<file path="src/rtl/vbs_pkg.sv">
package vbs_pkg;
  localparam int NPIPE    = 4;
  localparam int PIPE_CTL = 0;
  localparam int PIPE_LS  = 1;
  localparam int PIPE_INT = 2;
  localparam int PIPE_FP  = 3;

  localparam logic [2:0] OP_CTL  = 3'd0;
  localparam logic [2:0] OP_LS   = 3'd1;
  localparam logic [2:0] OP_INT  = 3'd2;
  localparam logic [2:0] OP_FMUL = 3'd3;
  localparam logic [2:0] OP_IORF = 3'd4;
  localparam logic [2:0] OP_SFP  = 3'd5;
endpackage

</file>
<file path="src/rtl/vbs_issue_sel.sv">
module vbs_issue_sel
  import vbs_pkg::*;
(
  input  logic             in_valid,
  input  logic             flush,
  input  logic [2:0]       in_class,
  input  logic [NPIPE-1:0] take,
  output logic             in_ready,
  output logic [NPIPE-1:0] start,
  output logic             single
);
  logic [NPIPE-1:0] want;
  logic             drop;
  logic             ok;

  always_comb begin
    want   = '0;
    single = 1'b0;
    drop   = 1'b0;
    unique case (in_class)
      OP_CTL, OP_LS, OP_INT, OP_FMUL: want[in_class[1:0]] = 1'b1;
      OP_IORF: begin
        if (take[PIPE_INT]) want[PIPE_INT] = 1'b1;
        else                want[PIPE_FP]  = 1'b1;
      end
      OP_SFP: begin
        want[PIPE_FP] = 1'b1;
        single        = 1'b1;
      end
      default: drop = 1'b1;
    endcase
    ok       = |(want & take);
    in_ready = flush | drop | ok;
    start    = (in_valid && !flush && ok) ? want : '0;
  end
endmodule

</file>
<file path="src/rtl/vbs_pipe_slot.sv">
module vbs_pipe_slot #(
  parameter int ID_W = 4
) (
  input  logic            clk,
  input  logic            rst,
  input  logic            start,
  input  logic            start_single,
  input  logic [ID_W-1:0] start_id,
  output logic            take,
  output logic            busy,
  output logic            beat,
  output logic            last,
  output logic [ID_W-1:0] id
);
  logic single_q;

  assign last = busy & (beat | single_q);
  assign take = ~busy | last;

  always_ff @(posedge clk) begin
    if (rst) begin
      busy     <= 1'b0;
      beat     <= 1'b0;
      single_q <= 1'b0;
      id       <= '0;
    end else if (start) begin
      busy     <= 1'b1;
      beat     <= 1'b0;
      single_q <= start_single;
      id       <= start_id;
    end else if (busy && !last) begin
      beat <= 1'b1;
    end else begin
      busy <= 1'b0;
    end
  end


  take_when_free_chk: assert property (@(posedge clk) disable iff (rst)
    start |-> take);


  second_beat_chk: assert property (@(posedge clk) disable iff (rst)
    (busy && !beat && !single_q) |=> (busy && beat && $stable(id)));
endmodule

</file>
<file path="src/rtl/vec_beat_sched.sv">
module vec_beat_sched
  import vbs_pkg::*;
#(
  parameter int ID_W = 4
) (
  input  logic                  clk,
  input  logic                  rst,
  input  logic                  flush,
  input  logic                  in_valid,
  output logic                  in_ready,
  input  logic [2:0]            in_class,
  input  logic [ID_W-1:0]       in_id,
  output logic [NPIPE-1:0]      pipe_busy,
  output logic [NPIPE-1:0]      pipe_beat,
  output logic [NPIPE-1:0]      pipe_last,
  output logic [NPIPE*ID_W-1:0] pipe_id
);
  logic [NPIPE-1:0] take_vec;
  logic [NPIPE-1:0] start_vec;
  logic             single;

  vbs_issue_sel u_sel (
    .in_valid (in_valid),
    .flush    (flush),
    .in_class (in_class),
    .take     (take_vec),
    .in_ready (in_ready),
    .start    (start_vec),
    .single   (single)
  );

  for (genvar p = 0; p < NPIPE; p++) begin : g_pipe
    vbs_pipe_slot #(.ID_W(ID_W)) u_slot (
      .clk          (clk),
      .rst          (rst),
      .start        (start_vec[p]),
      .start_single (single),
      .start_id     (in_id),
      .take         (take_vec[p]),
      .busy         (pipe_busy[p]),
      .beat         (pipe_beat[p]),
      .last         (pipe_last[p]),
      .id           (pipe_id[p*ID_W +: ID_W])
    );
  end


  rst_clears_chk: assert property (@(posedge clk)
    rst |=> (pipe_busy == '0 && pipe_last == '0));


  flush_no_start_chk: assert property (@(posedge clk) disable iff (rst)
    flush |-> (start_vec == '0));


  one_start_chk: assert property (@(posedge clk) disable iff (rst)
    $onehot0(start_vec));


  one_first_beat_chk: assert property (@(posedge clk) disable iff (rst)
    $onehot0(pipe_busy & ~pipe_beat));
endmodule

</file>
<file path="config.mk">
export PLATFORM = sky130hd
export DESIGN_NAME = vec_beat_sched
export DESIGN_NICKNAME = d
export VERILOG_FILES = /design/src/rtl/vbs_pkg.sv /design/src/rtl/vbs_issue_sel.sv /design/src/rtl/vbs_pipe_slot.sv /design/src/rtl/vec_beat_sched.sv
export SDC_FILE = /design/constraint.sdc
export NUM_CORES = 1
export LEC_CHECK = 0
export BUFFER_PORTS_ARGS = -buffer_cell sky130_fd_sc_hd__buf_4
export CORE_UTILIZATION = 45
export CTS_BUF_LIST = sky130_fd_sc_hd__clkbuf_8
export CTS_CLUSTER_SIZE = 10
export DETAILED_ROUTE_END_ITERATION = 8
export PLACE_DENSITY = 0.74
export REMOVE_ABC_BUFFERS = 1
export SYNTH_ARGS = -nofsm -noshare
export SYNTH_HDL_FRONTEND = slang
export SYNTH_SLANG_ARGS = --single-unit
</file>
<file path="constraint.sdc">
create_clock -name clk -period 1.95 [get_ports clk]
set_clock_uncertainty 0.1 [all_clocks]
set_input_delay 0.2925 -clock clk [delete_from_list [all_inputs] [get_ports clk]]
set_output_delay 0.2925 -clock clk [all_outputs]
set_load 0.02 [all_outputs]
</file>
# Yosys cells after proc, flatten, opt, wreduce, memory -nomap -nowiden
# Cells that the tools add are included.
[totals] regBits=28 latch_bits=0 ramBits=0 rom_bits=0 input_bits=11 out_inout_bits=29 elab_cells=84 n_memories=0
[classes] addsub=0 n_mul=0 div_mod_pow=0 magnitude_cmp=2 n_eq_ne=9 n_shift=0 n_mux=18 n_bitwise=19 reduce_logical=20
[ops] operator="$mux W1" count=13
[ops] operator="$or A1 B1 Y1" count=10
[ops] operator="$ne A2 B2 Y1 const B" count=4
[ops] operator="$reduce_or A2 Y1" count=4
[ops] operator="$reduce_or A4 Y1" count=2
[ops] operator="$logic_and A1 B1 Y1" count=7
[ops] operator="$eq A3 B2 Y1 const B" count=2
[ops] operator="$eq A3 B3 Y1 const B" count=2
[ops] operator="$reduce_or A6 Y1" count=1
[ops] operator="$logic_not A1 Y1" count=5
[ops] operator="$and A1 B1 Y1" count=4
[ops] operator="$and A4 B4 Y4" count=1
[ops] operator="$mux W4" count=1
[ops] operator="$not A1 Y1" count=4
[ops] operator="$eq A3 B1 Y1 const B" count=1
[ops] operator="$logic_not A3 Y1" count=1
[ops] operator="$lt A2 B3 Y1 const B" count=1
[ops] operator="$pmux W1 S3" count=1
[ops] operator="$demux W1 S2" count=1
[ops] operator="$ge A2 B1 Y1 const B" count=1
[ops] operator="$mux W2" count=1
[ops] operator="$pmux W1 S2" count=1

# Logic depth before layout (Yosys ltp)
# Gate-level depths: netlist (run 1).
[logic_depth] word_depth=10 ltp_mapped=7 mapped_depth_nobuf=5

# Hierarchy
# Synthesis (run 1) repeated with hierarchy kept, for this count alone.
[unflattened] cells_unflattened=124 area_unflattened_um2=1256.2
[by_module_without_submodules] module="vbs_pipe_slot" instances=4 cells_per_inst=25 area_each_um2=262.8 seq_area_each_um2=140.1
[by_module_without_submodules] module="vbs_issue_sel" instances=1 cells_per_inst=24 area_each_um2=205.2 seq_area_each_um2=0.0

# Least setup slack after synthesis (run 1)
# Ideal clock, no wire load.
[synth_path] path_kind="register to register" start="register g_pipe[0].u_slot.busy" end="register g_pipe[1].u_slot.busy" setup_ns=0.115 arrival_ns=1.695 t_required_ns=1.735 slack_ns=0.040 path_stages_with_launch=7 path_buffers=1 synth_period_minus_slack_ns=1.910 path_cell_list="dfxtp_1 -> or3b_1 -> a22o_1 -> a211o_1 -> and3_1 -> buf_6 -> o21ba_1"
[synth_between] elab_chain_len=7 elab_cells_between_ends=9 classes_between="eq/ne: 1; mux: 2; bitwise: 4; reduce/logical: 2"
[synth_rtl] element="start, declared" line_no="vbs_pipe_slot.sv:10" source="output logic busy,"
[synth_rtl] element="start signal, assigned" line_no="vbs_pipe_slot.sv:22" source="busy <= 1'b0;"
[synth_rtl] element="start signal, assigned" line_no="vbs_pipe_slot.sv:27" source="busy <= 1'b1;"
[synth_rtl] element="start signal, assigned" line_no="vbs_pipe_slot.sv:34" source="busy <= 1'b0;"
[synth_rtl] element="$and A1 B1 Y1 / $not A1 Y1 (equally long branches)" line_no="vbs_pipe_slot.sv:17, vbs_pipe_slot.sv:18"
[synth_rtl] element="$or A1 B1 Y1 (*)" line_no="vbs_pipe_slot.sv:18" source="assign take = ~busy | last;"
[synth_rtl] element="$and A4 B4 Y4 (*)" line_no="vbs_issue_sel.sv:32" source="ok = |(want & take);"
[synth_rtl] element="$reduce_or A4 Y1 (*)" line_no="vbs_issue_sel.sv:32"
[synth_rtl] element="$logic_and A1 B1 Y1 (*)" line_no="vbs_issue_sel.sv:34" source="start = (in_valid && !flush && ok) ? want : '0;"
[synth_rtl] element="$mux W4 (*)" line_no="vbs_issue_sel.sv:34"
[synth_rtl] element="$ne A2 B2 Y1 (no source line) / $mux W1 (equally long branches)"
[synth_rtl] element="end signal, assigned" line_no="vbs_pipe_slot.sv:22"
[synth_rtl] element="end signal, assigned" line_no="vbs_pipe_slot.sv:27"
[synth_rtl] element="end signal, assigned" line_no="vbs_pipe_slot.sv:34"
[synth_rtl] element="end, declared" line_no="vbs_pipe_slot.sv:10"
# Mark *: on every way between the ends. The rest lies on a longest branch, timed or not.
# A chain may end at the register's enable or synchronous reset.

# Worst setup path after layout (run 1)
[layout_path] start="register g_pipe[0].u_slot.single_q" end="output in_ready"
[layout_between] elab_chain_len=6
[layout_rtl] element="start, declared" line_no="vbs_pipe_slot.sv:15" source="logic single_q;"
[layout_rtl] element="start signal, assigned" line_no="vbs_pipe_slot.sv:29" source="single_q <= start_single;"
[layout_rtl] element="$or A1 B1 Y1" line_no="vbs_pipe_slot.sv:17" source="assign last = busy & (beat | single_q);"
[layout_rtl] element="$and A1 B1 Y1" line_no="vbs_pipe_slot.sv:17"
[layout_rtl] element="$or A1 B1 Y1" line_no="vbs_pipe_slot.sv:18"
[layout_rtl] element="$and A4 B4 Y4" line_no="vbs_issue_sel.sv:32"
[layout_rtl] element="$reduce_or A4 Y1" line_no="vbs_issue_sel.sv:32"
[layout_rtl] element="$or A1 B1 Y1" line_no="vbs_issue_sel.sv:33" source="in_ready = flush | drop | ok;"
[layout_rtl] element="end, declared" line_no="vec_beat_sched.sv:10" source="output logic in_ready,"
# Every way passes these cells.

==> key figures, run 1 <==
Run status
  – Outcome: finished, violations left
  – Failing checks: negative setup slack

Logic synthesis
  – Simple-Gate Fraction of Synth Area: 0.251
  – Largest area contributor in the netlist: dfxtp_1
  – Post-synthesis cell area: ~1300 µm²
  – Instance count of the mapped netlist: 141
  – Synth area leaders: dfxtp_1, mux2i_1, nand2b_1
  – Yosys warnings: 0
  – Post-Synth Adder-Cell Area: 0
  – Library cells used by synthesis: 31
  – FF+latch count, synth: 28
  – Sequential fraction of the synthesis area: 0.418
  – Syn Area/Cell: between 9 and 10 µm²
  – Largest family of logic cells by synthesized area: simple AND/OR/NAND/NOR gates
  – Share of the synthesized area in the top cell type: 0.418
  – Post-synthesis mux area share: 0.0971
  – Complex-gate fraction of the synthesized area: 0.107
  – Post-synthesis xor/xnor area fraction: 0.00654

Critical path
  – R2R depth: 7
  – WP data required: ~1.6 ns
  – Setup crit end kind: primary output
  – Worst r2r src: g_pipe[0].u_slot.single_q$_SDFFE_PP0P_
  – Critical path peak fanout: 3
  – Worst R2R End: g_pipe[3].u_slot.single_q$_SDFFE_PP0P_
  – Worst Setup Start Kind: register
  – Worst R2R Setup Slack: -0.10 ns
  – Critical Path AT: around 1.7 ns
  – Crit path kind: register to primary output

Clocking
  – Num Clock Sinks: 28
  – # H-tree levels: 1
  – TritonCTS clock tree: done
  – Clk_lat worst skew: roughly 0.27 ns
  – CTS root buf: clkbuf_8
  – Post-CTS Hold Fix Bufs: 0
  – Maximum clock path buffer count: 2
  – TritonCTS Buffers: 3
  – Clock slew at reported path FFs: 0.09 ns

Floorplanning
  – Die Y: between 50 and 60 µm
  – Initial core utilization: 0.482
  – Row Count: 19
  – Die area: ~3200 µm²
  – Core area: 2780 µm²
  – Die span in x: 56.6 µm
  – I/O Pins: 40

Layout
  – Fillers: ~240
  – Ratio of cells with drive above 1 in the final layout: 0.414
  – Nets: between 150 and 200
  – Area grow syn2layout: 32.6%
  – # diodes: 0
  – Final Util: 0.639

Timing
  – Final hold violations: 0
  – Worst slew margin: 0.779
  – Worst Tran Pin Value: 0.328 ns
  – Final worst slack: -0.154 ns
  – Number of setup violations in the final report: 5
  – Tcrit/Tclk final: 1.08
  – Fin. max-slew vios: 0
  – Unrepaired setup endpoints after global routing: yes
  – FMAX: approximately 0.48 GHz
  – Final min period: 2.10 ns

Place
  – DP HPWL: between 2000 and 2500 µm
  – Port buffer count: 39
  – Gpl congestion: between 0.8 and 0.9
  – Setup WS pre-CTS: -0.0593 ns

Min path
  – Hold depth: 2
  – Hold WC Path Type: input pin to register
  – Hold_sp: rst
  – Hold EP: g_pipe[2].u_slot.busy$_SDFFE_PP0P_

Power and ir drop
  – Peak supply drop: a little over 0.4 mV
  – Pwr/cell area: around 590 nW/µm²
  – Pleak: slightly below 0.8 nW

Global routing
  – Initial antenna violation count: 0
  – GRT overflow: 0
  – Global-route wire length before repair: between 4000 and 5000 µm
  – Tot GR Track Use: 0.178
  – Largest net degree at the start of global routing: 33
  – Vias in the first global route: roughly 1100

Detailed routing
  – Post-DRT Antenna Nets: 0
  – Starting DRT DRC Count: 44
  – Vias post-DR: around 1100
  – WL final: 2930 µm
  – DR pass1 iterations: 4
  – WL/cell: 13.8 µm
  – Routed vias/inst: slightly above 5
  – Residual DRC: 0

Job
  – MaxCap Viol Count: 0
## sequential cells by signal, indices dropped and copies added, names as in the netlist
signal	cells
g_pipe.u_slot.busy	4
g_pipe.u_slot.single_q	4
g_pipe.u_slot.beat	4
g_pipe.u_slot.id	16
## worst max-delay path: stages (launching register included)
cell and delay [ns]:
dfxtp_2 0.33, or3b_1 0.39, a22o_1 0.26, a211oi_2 0.23, nand2_1 0.10, buf_6 0.14
## Yosys cell counts
cell type	count
a211o_1	1
a211oi_2	1
a21oi_1	9
a22o_1	1
and2_1	2
and3_1	1
buf_2	2
buf_4	14
buf_6	1
clkbuf_1	3
dfxtp_1	28
inv_1	6
mux2i_1	13
nand2_1	4
nand2b_1	17
nand3b_1	4
nor2_1	3
nor2b_1	4
nor3_1	5
nor3_2	2
nor3b_1	3
nor3b_2	2
nor4_1	2
o21a_1	2
o21ai_1	4
o21ba_1	1
o2bb2ai_2	1
o311ai_1	1
or3b_1	2
or4_1	1
xnor2_1	1
## how the worst max path moves through the flow
stage	from	to	slack (ns)	depth (start not counted)
floorplan	g_pipe[0].u_slot.busy$_SDFFE_PP0P_	g_pipe[3].u_slot.single_q$_SDFFE_PP0P_	-0.48	5
global placement	g_pipe[0].u_slot.single_q$_SDFFE_PP0P_	g_pipe[1].u_slot.busy$_SDFFE_PP0P_	-0.03	5
detailed placement	g_pipe[0].u_slot.single_q$_SDFFE_PP0P_	g_pipe[1].u_slot.busy$_SDFFE_PP0P_	-0.06	5
CTS	g_pipe[0].u_slot.single_q$_SDFFE_PP0P_	in_ready	-0.09	5
global route	g_pipe[0].u_slot.single_q$_SDFFE_PP0P_	in_ready	-0.22	5
finish	g_pipe[0].u_slot.single_q$_SDFFE_PP0P_	in_ready	-0.15	5
## timing repair
| item | 4_1_cts | 5_1_grt |
|---|---|---|
| setup buffers | 1 | 3 |
| pin swaps | 4 | 2 |
| endpoints found under the setup margin | 9 | 19 |
| resized for setup | 7 | 11 |
## layout make-up
cell class	instances	area [µm²]	share of cell area
Tap cell	31	38.8	0.0218
Timing Repair Buffer	57	439	0.247
Multi-Input combinational cell	87	667	0.375
Clock buffer	3	41.3	0.0232
Inverter	6	22.5	0.0127
Sequential cell	28	568	0.320
## power breakdown
part	total, mW	switching, mW	internal, mW
registers	0.586	0.00615	0.580
logic	0.163	0.0835	0.0793
clock network	0.299	0.161	0.138
## routing by layer
layer	vias up	wire, µm	global-route usage
met2	31	1480	0.296
met1	510	1300	0.228
met3	4	125	0.0346
met5	-	0	0
li1	548	-	-
met4	0	31	0.0627
## through the flow
| step | instances | cell area, µm² | setup TNS (ns) | power, mW | hold slack, ns |
|---|---|---|---|---|---|
| after floorplan | 121 | 1200 | -3.26 | 0.671 | 0.262 |
| after global placement | 206 | 1650 | -0.0470 | 0.739 | 0.362 |
| after detailed placement | 206 | 1650 | -0.229 | 0.742 | 0.367 |
| after CTS | 210 | 1720 | -0.108 | 1.04 | 0.270 |
| after global routing | 212 | 1780 | -0.687 | 1.09 | 0.287 |
| final | 212 | 1780 | -0.296 | 1.05 | 0.281 |
## layout by cell type (no fill, tap or decap), drive strengths merged, types with 3 or more instances in the layout
cell,n
buf,57
dfxtp,28
nand2b,17
mux2i,13
a21oi,9
nor3,7
inv,6
nor3b,5
nor2b,4
nand2,4
nand3b,4
o21ai,4
nor2,3
clkbuf,3
## cells by family (layout without fill, tap and decap cells)
family,after synthesis,in the layout
compound gates,21,21
xor+xnor,1,1
buf+inv,26,66
flops,28,28
mux,13,13
simple gates,52,52
No activity file was read; power rests on OpenSTA's default activity.
==> run 2: changes to the inputs <==
--- a/config.mk
+++ b/config.mk
@@ -10,7 +10,7 @@
 export CTS_BUF_LIST = sky130_fd_sc_hd__clkbuf_8
 export CTS_CLUSTER_SIZE = 10
 export DETAILED_ROUTE_END_ITERATION = 8
-export PLACE_DENSITY = 0.74
+export PLACE_DENSITY = 0.71
 export REMOVE_ABC_BUFFERS = 1
 export SYNTH_ARGS = -nofsm -noshare
 export SYNTH_HDL_FRONTEND = slang
==> constraint.sdc (replaced) <==
create_clock -name clk -period 2.5 [get_ports clk]
set_clock_uncertainty 0.1 [all_clocks]
set_input_delay 0.125 -clock clk [delete_from_list [all_inputs] [get_ports clk]]
set_output_delay 0.125 -clock clk [all_outputs]
set_load 0.02 [all_outputs]
==> key figures, run 2 (same netlist as run 1, synthesis figures left out) <==
Critical path
  – WP data required: between 2 and 3 ns
  – Crit path from: g_pipe[0].u_slot.busy$_SDFFE_PP0P_
  – Largest incremental delay on the critical path: 0.41 ns
  – Worst r2r src: g_pipe[0].u_slot.busy$_SDFFE_PP0P_
  – Worst Setup Start Kind: register
  – Worst R2R Setup Slack: between 0.3 and 0.4 ns
  – Setup crit end kind: register
  – Critical Path AT: ~2.2 ns
  – Cell Chain, Critical Path: or3b_1 > a22o_1 > o311ai_1 > buf_4 > mux2i_1 > nor2_1
  – Critical path peak fanout: 7
  – Crit path kind: register to register
  – Critical Path Sink: g_pipe[3].u_slot.single_q$_SDFFE_PP0P_
  – CP max stage cell: o311ai_1
  – Worst R2R End: g_pipe[3].u_slot.single_q$_SDFFE_PP0P_
  – R2R depth: 6

Clocking
  – Num Clock Sinks: 28
  – TritonCTS Buffers: 3
  – # H-tree levels: 1
  – TritonCTS clock tree: done
  – Post-CTS Hold Fix Bufs: 0
  – CTS root buf: clkbuf_8
  – Maximum clock path buffer count: 2
  – Clock slew at reported path FFs: about 0.090 ns
  – CTS-repair resized insts: 0
  – Clk_lat worst skew: 0.27 ns
  – Postcts setup bufs: 0

Place
  – Setup WS pre-CTS: 0.392 ns
  – Port buffer count: 39
  – Cell count after placement: 193
  – Gpl congestion: approximately 0.79
  – DP HPWL: approximately 1900 µm

Timing
  – Final min period: approximately 2.1 ns
  – Tcrit/Tclk final: 0.850
  – Unrepaired setup endpoints after global routing: no
  – Number of setup violations in the final report: 0
  – Worst Tran Pin Value: about 0.45 ns
  – Worst slew margin: 0.701
  – Final hold violations: 0
  – Hold Slack: around 0.075 ns
  – Final worst slack: 0.375 ns
  – FMAX: 0.471 GHz
  – Setup TNS Final: 0 ns
  – Fin. max-slew vios: 0

Power and ir drop
  – Sw Share: 0.216
  – Combinational group share of total power: 0.111
  – Pleak: 0.718 nW
  – Clk network pwr share: 0.385
  – Total Power: 0.910 mW
  – Pint: about 0.71 mW
  – Seq pwr share: 0.504
  – Peak supply drop: between 0.3 and 0.4 mV
  – Psw: ~0.2 mW
  – Pwr/cell area: approximately 560 nW/µm²

Global routing
  – GRT overflow: 0
  – Initial antenna violation count: 0
  – Vias in the first global route: 967
  – Global-route wire length before repair: approximately 4400 µm
  – Tot GR Track Use: 0.174
  – Largest net degree at the start of global routing: 33

Min path
  – Hold WC Path Type: input pin to register

Job
  – MaxCap Viol Count: 0

Detailed routing
  – M1 WL: ~1300 µm
  – Met2 WL: 1240 µm
  – Routed vias/inst: 5.21
  – Post-DRT Antenna Nets: 0
  – WL/cell: 13.5 µm
  – Vias post-DR: 1026
  – DR pass1 iterations: 4
  – Starting DRT DRC Count: 25
  – WL final: 2670 µm
  – Residual DRC: 0
  – Top sig layer: met4
  – DR WL met3: roughly 140 µm

Layout
  – Fillers: 260
  – Nets: between 150 and 200
  – Final Non-Filler Cells: between 150 and 200
  – # diodes: 0
  – Area grow syn2layout: 20.9%
  – Most common cell after layout, fill and taps aside: buf_4
  – Multi-input logic area: 619 µm²
  – Reg with most FFs: g_pipe.u_slot.id
  – Ratio of cells with drive above 1 in the final layout: 0.307
  – Max reg flops: 16
  – Most frequent cells in the layout: buf_4, dfxtp_1, nand2b_1, mux2i_1, a21oi_1
  – FF/Latch Area: between 500 and 600 µm²

Run status
  – Outcome: completed

Floorplanning
  – Initial core utilization: 0.482
  – Die Y: roughly 57 µm
  – I/O Pins: 40
  – Die span in x: 56.6 µm
  – Die area: around 3200 µm²
  – Row Count: 19
  – Core area: about 2800 µm²
==> run 2: changes by cell type in the layout (fill, tap and decap cells not counted), moves of 2 or more <==
cell / change
buf_4: -13
buf_6: -3
dfxtp_1: +4
dfxtp_2: -3
nor3b_4: -2
==> run 2: worst max-delay path, delay by kind of cell (launching register included) <==
family	cells	cell delay, ns
AOI/OAI and AO/OA	2	0.69
buffers and inverters	1	0.23
DFF	1	0.37
muxes	1	0.18
and+or+nand+nor	2	0.44
==> run 2: routing by layer <==
metal / up-vias / track usage
met5: - / 0
met4: 0 / 0.0523
met3: 2 / 0.0392
met2: 28 / 0.267
met1: 480 / 0.242
li1: 516 / -
==> run 2: how the worst min path moves through the flow <==
stage	cells past startpoint	slack, ns	from	end
after floorplan	1	0.09	rst	g_pipe[0].u_slot.busy$_SDFFE_PP0P_
after global placement	2	0.36	g_pipe[0].u_slot.single_q$_SDFFE_PP0P_	g_pipe[0].u_slot.single_q$_SDFFE_PP0P_
after detailed placement	2	0.36	g_pipe[1].u_slot.id[1]$_SDFFE_PP0P_	g_pipe[1].u_slot.id[1]$_SDFFE_PP0P_
after CTS	3	0.07	in_id[1]	g_pipe[3].u_slot.id[1]$_SDFFE_PP0P_
after global routing	3	0.11	in_id[1]	g_pipe[3].u_slot.id[1]$_SDFFE_PP0P_
final	3	0.07	in_id[1]	g_pipe[3].u_slot.id[1]$_SDFFE_PP0P_
==> run 2: power by group through the flow <==
stage,registers (mW),clock network [mW],logic (mW)
4_1_cts,0.459,0.361,0.102
6_report,0.459,0.350,0.101
3_5_place_dp,0.469,0,0.101
3_3_place_gp,0.469,0,0.0973
5_1_grt,0.460,0.373,0.110
2_1_floorplan,0.477,0,0.0458
==> run 2: area by class of cell <==
cell class | count | share of cell area
inverters | 6 | 0.0139
multi-input cells | 87 | 0.382
flip-flops and latches | 28 | 0.346
repair buffers | 41 | 0.190
clock inverters | 1 | 0.0185
clock buffers | 3 | 0.0255
well taps | 31 | 0.0239
==> run 2: per-stage QoR <==
stage,instance area [µm²],util
after global routing,1620,0.583
after CTS,1620,0.583
after floorplan,1200,-
final,1620,0.583
after global placement,1550,0.557
after detailed placement,1550,0.557
